<file path="config.mk">
export PLATFORM = sky130hd
export DESIGN_NAME = tcs_clock_select
export DESIGN_NICKNAME = d
export VERILOG_FILES = /design/src/rtl/tcs_pkg.sv /design/src/rtl/tcs_prescaler.sv /design/src/rtl/tcs_edge_detect.sv /design/src/rtl/tcs_select_mux.sv /design/src/rtl/tcs_clock_select.sv
export SDC_FILE = /design/constraint.sdc
export NUM_CORES = 1
export LEC_CHECK = 0
export ABC_AREA = 1
export BUFFER_PORTS_ARGS = -buffer_cell sky130_fd_sc_hd__buf_2
export CAP_MARGIN = 20
export CORE_MARGIN = 3
export CORE_UTILIZATION = 49
export CTS_BUF_LIST = sky130_fd_sc_hd__clkbuf_4 sky130_fd_sc_hd__clkbuf_8 sky130_fd_sc_hd__clkbuf_16
export CTS_CLUSTER_DIAMETER = 30
export CTS_CLUSTER_SIZE = 40
export DETAILED_ROUTE_END_ITERATION = 6
export PLACE_DENSITY = 0.79
export SETUP_SLACK_MARGIN = 0.5
export SLEW_MARGIN = 20
export SYNTH_ARGS = -nofsm -noshare
export SYNTH_HDL_FRONTEND = slang
export SYNTH_HIERARCHICAL = 1
export SYNTH_SLANG_ARGS = --single-unit
</file>
<file path="constraint.sdc">
create_clock -name clk -period 1.2 [get_ports clk]
set_clock_uncertainty 0.1 [all_clocks]
set_input_delay 0 -clock clk [delete_from_list [all_inputs] [get_ports clk]]
set_output_delay 0 -clock clk [all_outputs]
set_load 0.02 [all_outputs]
</file>
<file path="src/rtl/tcs_pkg.sv">
package tcs_pkg;

  localparam int unsigned PRESC_W  = 10;
  localparam int unsigned NUM_TAPS = 4;
  localparam int unsigned SEL_W    = 3;

  typedef enum logic [SEL_W-1:0] {
    CS_STOP     = 3'd0,
    CS_DIRECT   = 3'd1,
    CS_DIV8     = 3'd2,
    CS_DIV64    = 3'd3,
    CS_DIV256   = 3'd4,
    CS_DIV1024  = 3'd5,
    CS_EXT_FALL = 3'd6,
    CS_EXT_RISE = 3'd7
  } cs_code_e;

  // log2 of the divide ratio for each prescaler tap
  function automatic int unsigned tap_log2(input int unsigned idx);
    case (idx)
      0:       return 3;
      1:       return 6;
      2:       return 8;
      default: return 10;
    endcase
  endfunction

endpackage

</file>
<file path="src/rtl/tcs_prescaler.sv">
module tcs_prescaler #(
  parameter int unsigned CNT_W = tcs_pkg::PRESC_W,
  parameter int unsigned NTAP  = tcs_pkg::NUM_TAPS
) (
  input  logic            clk,
  input  logic            rst_n,
  output logic [NTAP-1:0] tap_o
);

  localparam logic [CNT_W-1:0] ONE = {{(CNT_W-1){1'b0}}, 1'b1};

  logic [CNT_W-1:0] cnt_q;
  logic [CNT_W-1:0] cnt_d;

  always_comb begin
    cnt_d = cnt_q + ONE;
  end

  always_ff @(posedge clk or negedge rst_n) begin
    if (!rst_n) begin
      cnt_q <= '0;
    end else begin
      cnt_q <= cnt_d;
    end
  end

  // a tap fires when all of its low-order bits are about to roll over
  for (genvar gi = 0; gi < NTAP; gi++) begin : g_tap
    localparam int unsigned LB = tcs_pkg::tap_log2(gi);
    assign tap_o[gi] = &cnt_q[LB-1:0];
    if (gi > 0) begin : g_nest
      AST_TAP_NESTED: assert property (@(posedge clk) disable iff (!rst_n)
        tap_o[gi] |-> tap_o[gi-1]);
    end
  end

  AST_TAP8_SINGLE: assert property (@(posedge clk) disable iff (!rst_n)
    tap_o[0] |=> !tap_o[0]);

endmodule

</file>
<file path="src/rtl/tcs_edge_detect.sv">
module tcs_edge_detect #(
  parameter int unsigned STAGES = 2
) (
  input  logic clk,
  input  logic rst_n,
  input  logic pin_i,
  output logic rise_o,
  output logic fall_o
);

  logic [STAGES-1:0] sync_q;
  logic [STAGES-1:0] sync_d;
  logic              prev_q;
  logic              synced;

  assign synced = sync_q[STAGES-1];

  always_comb begin
    sync_d = {sync_q[STAGES-2:0], pin_i};
  end

  always_ff @(posedge clk or negedge rst_n) begin
    if (!rst_n) begin
      sync_q <= '0;
      prev_q <= 1'b0;
    end else begin
      sync_q <= sync_d;
      prev_q <= synced;
    end
  end

  always_comb begin
    rise_o = synced & ~prev_q;
    fall_o = ~synced & prev_q;
  end

  AST_RISE_SINGLE: assert property (@(posedge clk) disable iff (!rst_n)
    rise_o |=> !rise_o);
  AST_FALL_SINGLE: assert property (@(posedge clk) disable iff (!rst_n)
    fall_o |=> !fall_o);

endmodule

</file>
<file path="src/rtl/tcs_select_mux.sv">
module tcs_select_mux #(
  parameter int unsigned NTAP = tcs_pkg::NUM_TAPS
) (
  input  tcs_pkg::cs_code_e code_i,
  input  logic [NTAP-1:0]   tap_i,
  input  logic              rise_i,
  input  logic              fall_i,
  output logic              en_o
);
  import tcs_pkg::*;

  always_comb begin
    unique case (code_i)
      CS_STOP:     en_o = 1'b0;
      CS_DIRECT:   en_o = 1'b1;
      CS_DIV8:     en_o = tap_i[0];
      CS_DIV64:    en_o = tap_i[1];
      CS_DIV256:   en_o = tap_i[2];
      CS_DIV1024:  en_o = tap_i[3];
      CS_EXT_FALL: en_o = fall_i;
      CS_EXT_RISE: en_o = rise_i;
      default:     en_o = 1'b0;
    endcase
  end

endmodule

</file>
<file path="src/rtl/tcs_clock_select.sv">
module tcs_clock_select (
  input  logic       clk,
  input  logic       rst_n,
  input  logic [2:0] clk_sel,
  input  logic       ext_clk_pin,
  output logic       count_en
);
  import tcs_pkg::*;

  cs_code_e            sel_q;
  cs_code_e            sel_d;
  logic [NUM_TAPS-1:0] taps;
  logic                pin_rise;
  logic                pin_fall;
  logic                en_d;
  logic                en_q;

  always_comb begin
    sel_d = cs_code_e'(clk_sel);
  end

  always_ff @(posedge clk or negedge rst_n) begin
    if (!rst_n) begin
      sel_q <= CS_STOP;
      en_q  <= 1'b0;
    end else begin
      sel_q <= sel_d;
      en_q  <= en_d;
    end
  end

  tcs_prescaler #(
    .CNT_W (PRESC_W),
    .NTAP  (NUM_TAPS)
  ) u_presc (
    .clk   (clk),
    .rst_n (rst_n),
    .tap_o (taps)
  );

  tcs_edge_detect #(
    .STAGES (2)
  ) u_edge (
    .clk    (clk),
    .rst_n  (rst_n),
    .pin_i  (ext_clk_pin),
    .rise_o (pin_rise),
    .fall_o (pin_fall)
  );

  tcs_select_mux #(
    .NTAP (NUM_TAPS)
  ) u_mux (
    .code_i (sel_q),
    .tap_i  (taps),
    .rise_i (pin_rise),
    .fall_i (pin_fall),
    .en_o   (en_d)
  );

  assign count_en = en_q;

  AST_STOP_SILENT: assert property (@(posedge clk) disable iff (!rst_n)
    (sel_q == CS_STOP) |=> !count_en);
  AST_DIRECT_FULL: assert property (@(posedge clk) disable iff (!rst_n)
    (sel_q == CS_DIRECT) |=> count_en);
  AST_DIV_ONE_CYCLE: assert property (@(posedge clk) disable iff (!rst_n)
    (count_en && $stable(sel_q) &&
     (sel_q inside {CS_DIV8, CS_DIV64, CS_DIV256, CS_DIV1024})) |=> !count_en);
  AST_EXT_EDGE_ONLY: assert property (@(posedge clk) disable iff (!rst_n)
    ((sel_q == CS_EXT_RISE) && !pin_rise) |=> !count_en);

endmodule

</file>
Word level (Yosys, flattened, before mapping)
Index checks and enable logic that the tools add are counted.
- output and inout port bits: 1
- input port bits: 6
- logic and storage cells: 23
- register bits after elaboration: 17
- multiplexer cells: 1
- $add $sub $neg: 1
- reduce and logical (&&, ||, !) cells: 5
- bitwise operators: 4
- equality and inequality tests: 7
- operators by type and width (cell ; number):
    equality test 3 bit, second input constant ; 4
    adder 10 x 1 -> 10 bit, second input constant ; 1
    AND reduction 10 bit ; 1
    case mux 1 bit (8 select lines) ; 1
    AND reduction 8 bit ; 1
    equality test 3 x 2 -> 1 bit, second input constant ; 2
    AND reduction 6 bit ; 1
    equality test 3 x 1 -> 1 bit, second input constant ; 1
    zero test 3 bit ; 1
    AND reduction 3 bit ; 1
    AND 1 bit ; 2
    inverter 1 bit ; 2

Depth between registers and ports, before layout
- depth after elaboration: 3
- gate-level depth with buffers: 11
- gate-level depth less buffers: 11

By module
The synthesis kept the hierarchy.
- by module, submodules not included (module ; seq. area each (um^2) ; area an instance (um^2) ; cells each ; instances):
    tcs_prescaler ; 250.2 ; 465.4 ; 53 ; 1
    tcs_clock_select ; 100.1 ; 100.1 ; 4 ; 1
    tcs_edge_detect ; 75.1 ; 90.1 ; 7 ; 1
    tcs_select_mux ; 0.0 ; 70.1 ; 17 ; 1

Least setup slack after synthesis
No wires, ideal clock.
- kind: register to register
- from: register u_presc.cnt_q[0]
- to: register en_q (netlist: count_en)
- path buffers: 0
- setup slack: -0.121 ns
- clock period less this slack: 1.321 ns
- arrival time: 1.099 ns
- required time: 0.979 ns
- cell stages (with the launch flop): 12
- setup time: 0.121 ns
- cell sequence: dfrtp_1 -> ha_1 -> nand3_2 -> nor2_4 -> nand2_2 -> inv_1 -> inv_1 -> nand2_1 -> nand3_1 -> nand2_1 -> nand2_1 -> nand2_1
- cells in the longest elaborated chain, start to end: 2
- elaborated cells on any way between the ends: 5
- classes of those cells: 1 x mux; 4 x reduce/logical
- ends and longest elaborated chain (item ; RTL line ; RTL):
    start, declared ; tcs_prescaler.sv:12 ; logic [CNT_W-1:0] cnt_q;
    start signal, assigned ; tcs_prescaler.sv:23 ; cnt_q <= cnt_d;
    AND reduction 6 bit ; tcs_prescaler.sv:30 ; assign tap_o[gi] = &cnt_q[LB-1:0];
    net taps[1] ; tcs_clock_select.sv:12 ; logic [NUM_TAPS-1:0] taps;
    case mux 1 bit (8 select lines) ; tcs_select_mux.sv:13 ; unique case (code_i)
    net en_d ; tcs_clock_select.sv:15 ; logic en_d;
    end signal, assigned ; tcs_clock_select.sv:28 ; en_q <= en_d;
    end, declared ; tcs_clock_select.sv:16 ; logic en_q;
The timed path passes the listed nets, and every way through them passes these cells.

Final worst setup path
- from: register u_presc.cnt_q[1]
- to: register en_q (netlist: count_en)
Same word-level chain as after synthesis.

==> flow_summary_export.csv <==
group,metric,value,unit
run_status,status,"finished with violations",
run_status,violations,"negative setup slack",
place,gp_congestion,0.7530,
place,portBuffers,6,
sta,max_freq,707.1,MHz
logic_synthesis,synth-seq-area-share,58.62,%
setup_path,r2r-start,"u_presc/cnt_q[1]",
detailed_routing,finalWirelength,1277,um
setup_path,path_max_fanout,2,
die,io_pins,7,
global_route,grt.total_usage,15.99,%
die,die_h,44.49,um
logic_synthesis,syn-cell-area,725.7,sq um
die,initial_core_util,53.75,%
sta,period_share,117.9,%
detailed_routing,wire_per_inst,10.55,um
global_route,grt_pass1_vias,526,
logic_synthesis,avgSynthCellArea,8.959,sq um
die,core_area,0.001350,sq mm
detailed_routing,drtIter0Drc,7,
clocking,clk_pin_slew,0.10,ns
clocking,cts_buffers,3,
logic_synthesis,synth_top_area_share,58.62,%
die,row_count,13,
detailed_routing,ant_nets,0,
global_route,grt_max_degree,18,
power_and_ir_drop,ir_drop,0.8938,mV
setup_path,critPathKind,"reg2reg",
finish,layout_commonest_cell,"nand2_1",
hold_path,hp-class,"in2async",
power_and_ir_drop,power.density,974.3,mW/mm^2
logic_synthesis,netlist_instances,81,
clocking,clkLatencyLatePin,0.29,ns
finish,antenna_cells,0,
finish,fin_nets,115,
clocking,clock_path_buffers,2,
clocking,cts_tree,"done",
sta,finalWorstSetupSlack,-0.2143,ns
setup_path,arrival,1.51,ns
die,dieWidth,44.49,um
logic_synthesis,synth_nets,89,
finish,mostFrequentLayoutCells,"nand2_1, dfrtp_1, inv_1",
logic_synthesis,synth_mux_area_share,0,%
logic_synthesis,yosys.area.top_type,"dfrtp_1",
detailed_routing,drcViolationCount,0,
power_and_ir_drop,finalPower,954.5,uW
logic_synthesis,yosys_register_bits,17,
sta,rsz0062_at_grt,"true",
setup_path,setup.worst_path.end_class,"flop",
clocking,clockRootBuffer,"clkbuf_4",
place,hpwl,844.6,um
logic_synthesis,synthAdderAreaFrac,3.448,%
sta,worstMarginPinSlew,0.3740,ns
finish,fin_area,979.7,sq um
sta,setup-violations-final,6,
detailed_routing,vias,555,
logic_synthesis,synthXorXnorAreaFrac,2.414,%
setup_path,worst_setup_path_start_kind,"flop",
place,placed_area,847.1,sq um
setup_path,worstPathRequired,1.29,ns
run,maxCapViolCount,0,
global_route,antenna_found_initial,0,
setup_path,critPathLaunch,"u_presc/cnt_q[1]",
power_and_ir_drop,p_leak,0.0005025,uW
sta,hold_viol_final,0,
die,dieArea,0.001979,sq mm
logic_synthesis,synth_cell_type_count,14,
detailed_routing,viasPerCell,4.587,
finish,area_growth_syn_to_layout,35.00,%
finish,drive_above_1_share,28.30,%
sta,tns,-0.5030,ns
logic_synthesis,synthTopCellsByArea,"dfrtp_1, nand2_1, inv_1",
global_route,globalRoute.totalOverflow,0,
logic_synthesis,synth-compound-area-share,2.414,%
sta,min_period,1.414,ns
clocking,cts_sinks,17,
sta,slew_headroom,75.07,%
detailed_routing,first_pass_iters,3,
logic_synthesis,synth-simple-area-share,25.34,%
logic_synthesis,ys_warn_count,6,
logic_synthesis,synth_top_family_by_area,"simple AND/OR/NAND/NOR gates",
global_route,grt_pass1_wl,2201,um
sta,finalMaxSlewViolations,0,
clocking,h-tree-depth,1,
-- power by group --
group          total [uW]  internal, uW  switching (uW)
sequential            594           585            8.59
combinational        54.8          28.0            26.8
clock                 306           124             181
total                 955           738             217
-- state kept, by name, summed over array words and instances (netlist names) --
signal / cells
count_en: 1
sel_q: 3
u_edge/prev_q: 1
u_edge/sync_q: 2
u_presc/cnt_q: 10
-- stage by stage --
stage	hold slack [ns]	std cells	util [%]	worst slack (ns)
after floorplan	-0.3956	81	-	-0.06416
after global placement	-0.1705	109	62.74	-0.07267
after detailed placement	-0.1643	109	62.74	-0.1247
after CTS	0.04697	119	70.81	-0.1439
after global routing	0.03997	121	72.57	-0.2818
final	0.03902	121	72.57	-0.2143
-- synth_stat cells --
cell type and n:
ha_1 2, nor2_4 1, o21ai_0 2, nand3_1 6, inv_2 1, o211ai_1 1
nand2_2 1, nand2_1 28, xnor2_1 2, inv_1 14, nor2_1 4, nand3_2 1
nor2_2 1, dfrtp_1 17
-- routing by layer --
metal,track usage (%),wire length (um),up-vias
met1,19.17,580,249
met3,3.659,43,5
met4,10.84,38,0
met2,25.21,615,7
met5,0,0,-
li1,-,-,294
-- repair_timing --
action / 4_1_cts / 5_1_grt
setup endpoints to repair: 12 / 12
setup buffers: 1 / 2
gates resized for setup: 6 / 3
endpoints found under the hold margin: 21 / 0
hold buffers: 5 / 0
pin swaps: 0 / 5
-- path summary, 6_finish.rpt --
check / endpoint / slack, ns / cells past startpoint
max in group asynchronous: u_presc/cnt_q[2] / 0.67 / 2
worst min register to register: u_edge/sync_q[1] / 0.26 / 0
worst max register to register: count_en / -0.21 / 7
worst min-delay path: count_en / 0.04 / 2
min in group clk: u_edge/sync_q[0] / 0.24 / 2
worst max-delay path: count_en / -0.21 / 7
-- critical path: stages, from the launching register on --
cell      delay, ns
dfrtp_1        0.42
ha_4           0.18
nand3_4        0.07
nor2_4         0.05
buf_4          0.13
buf_4          0.12
o211ai_1       0.16
nand2_1        0.07
-- layout make-up --
cell class                 count  area (sq um)
sequential                    17         426.7
fill                          91         370.4
multi-input combinational     49         289.0
timing repair buffer          21         161.4
inverter                      15         56.30
clock buffer                   3         22.52
tap                           15         18.77
clock inverter                 1         5.005
-- logic make-up after synthesis --
kind of cell,Yosys count
AO/OA/AOI/OAI,3
flip-flops,17
AND/OR/NAND/NOR,42
buffers and inverters,15
XOR/XNOR,2
adder cells (fa/ha/maj),2
(Power assumes the default switching activity.)
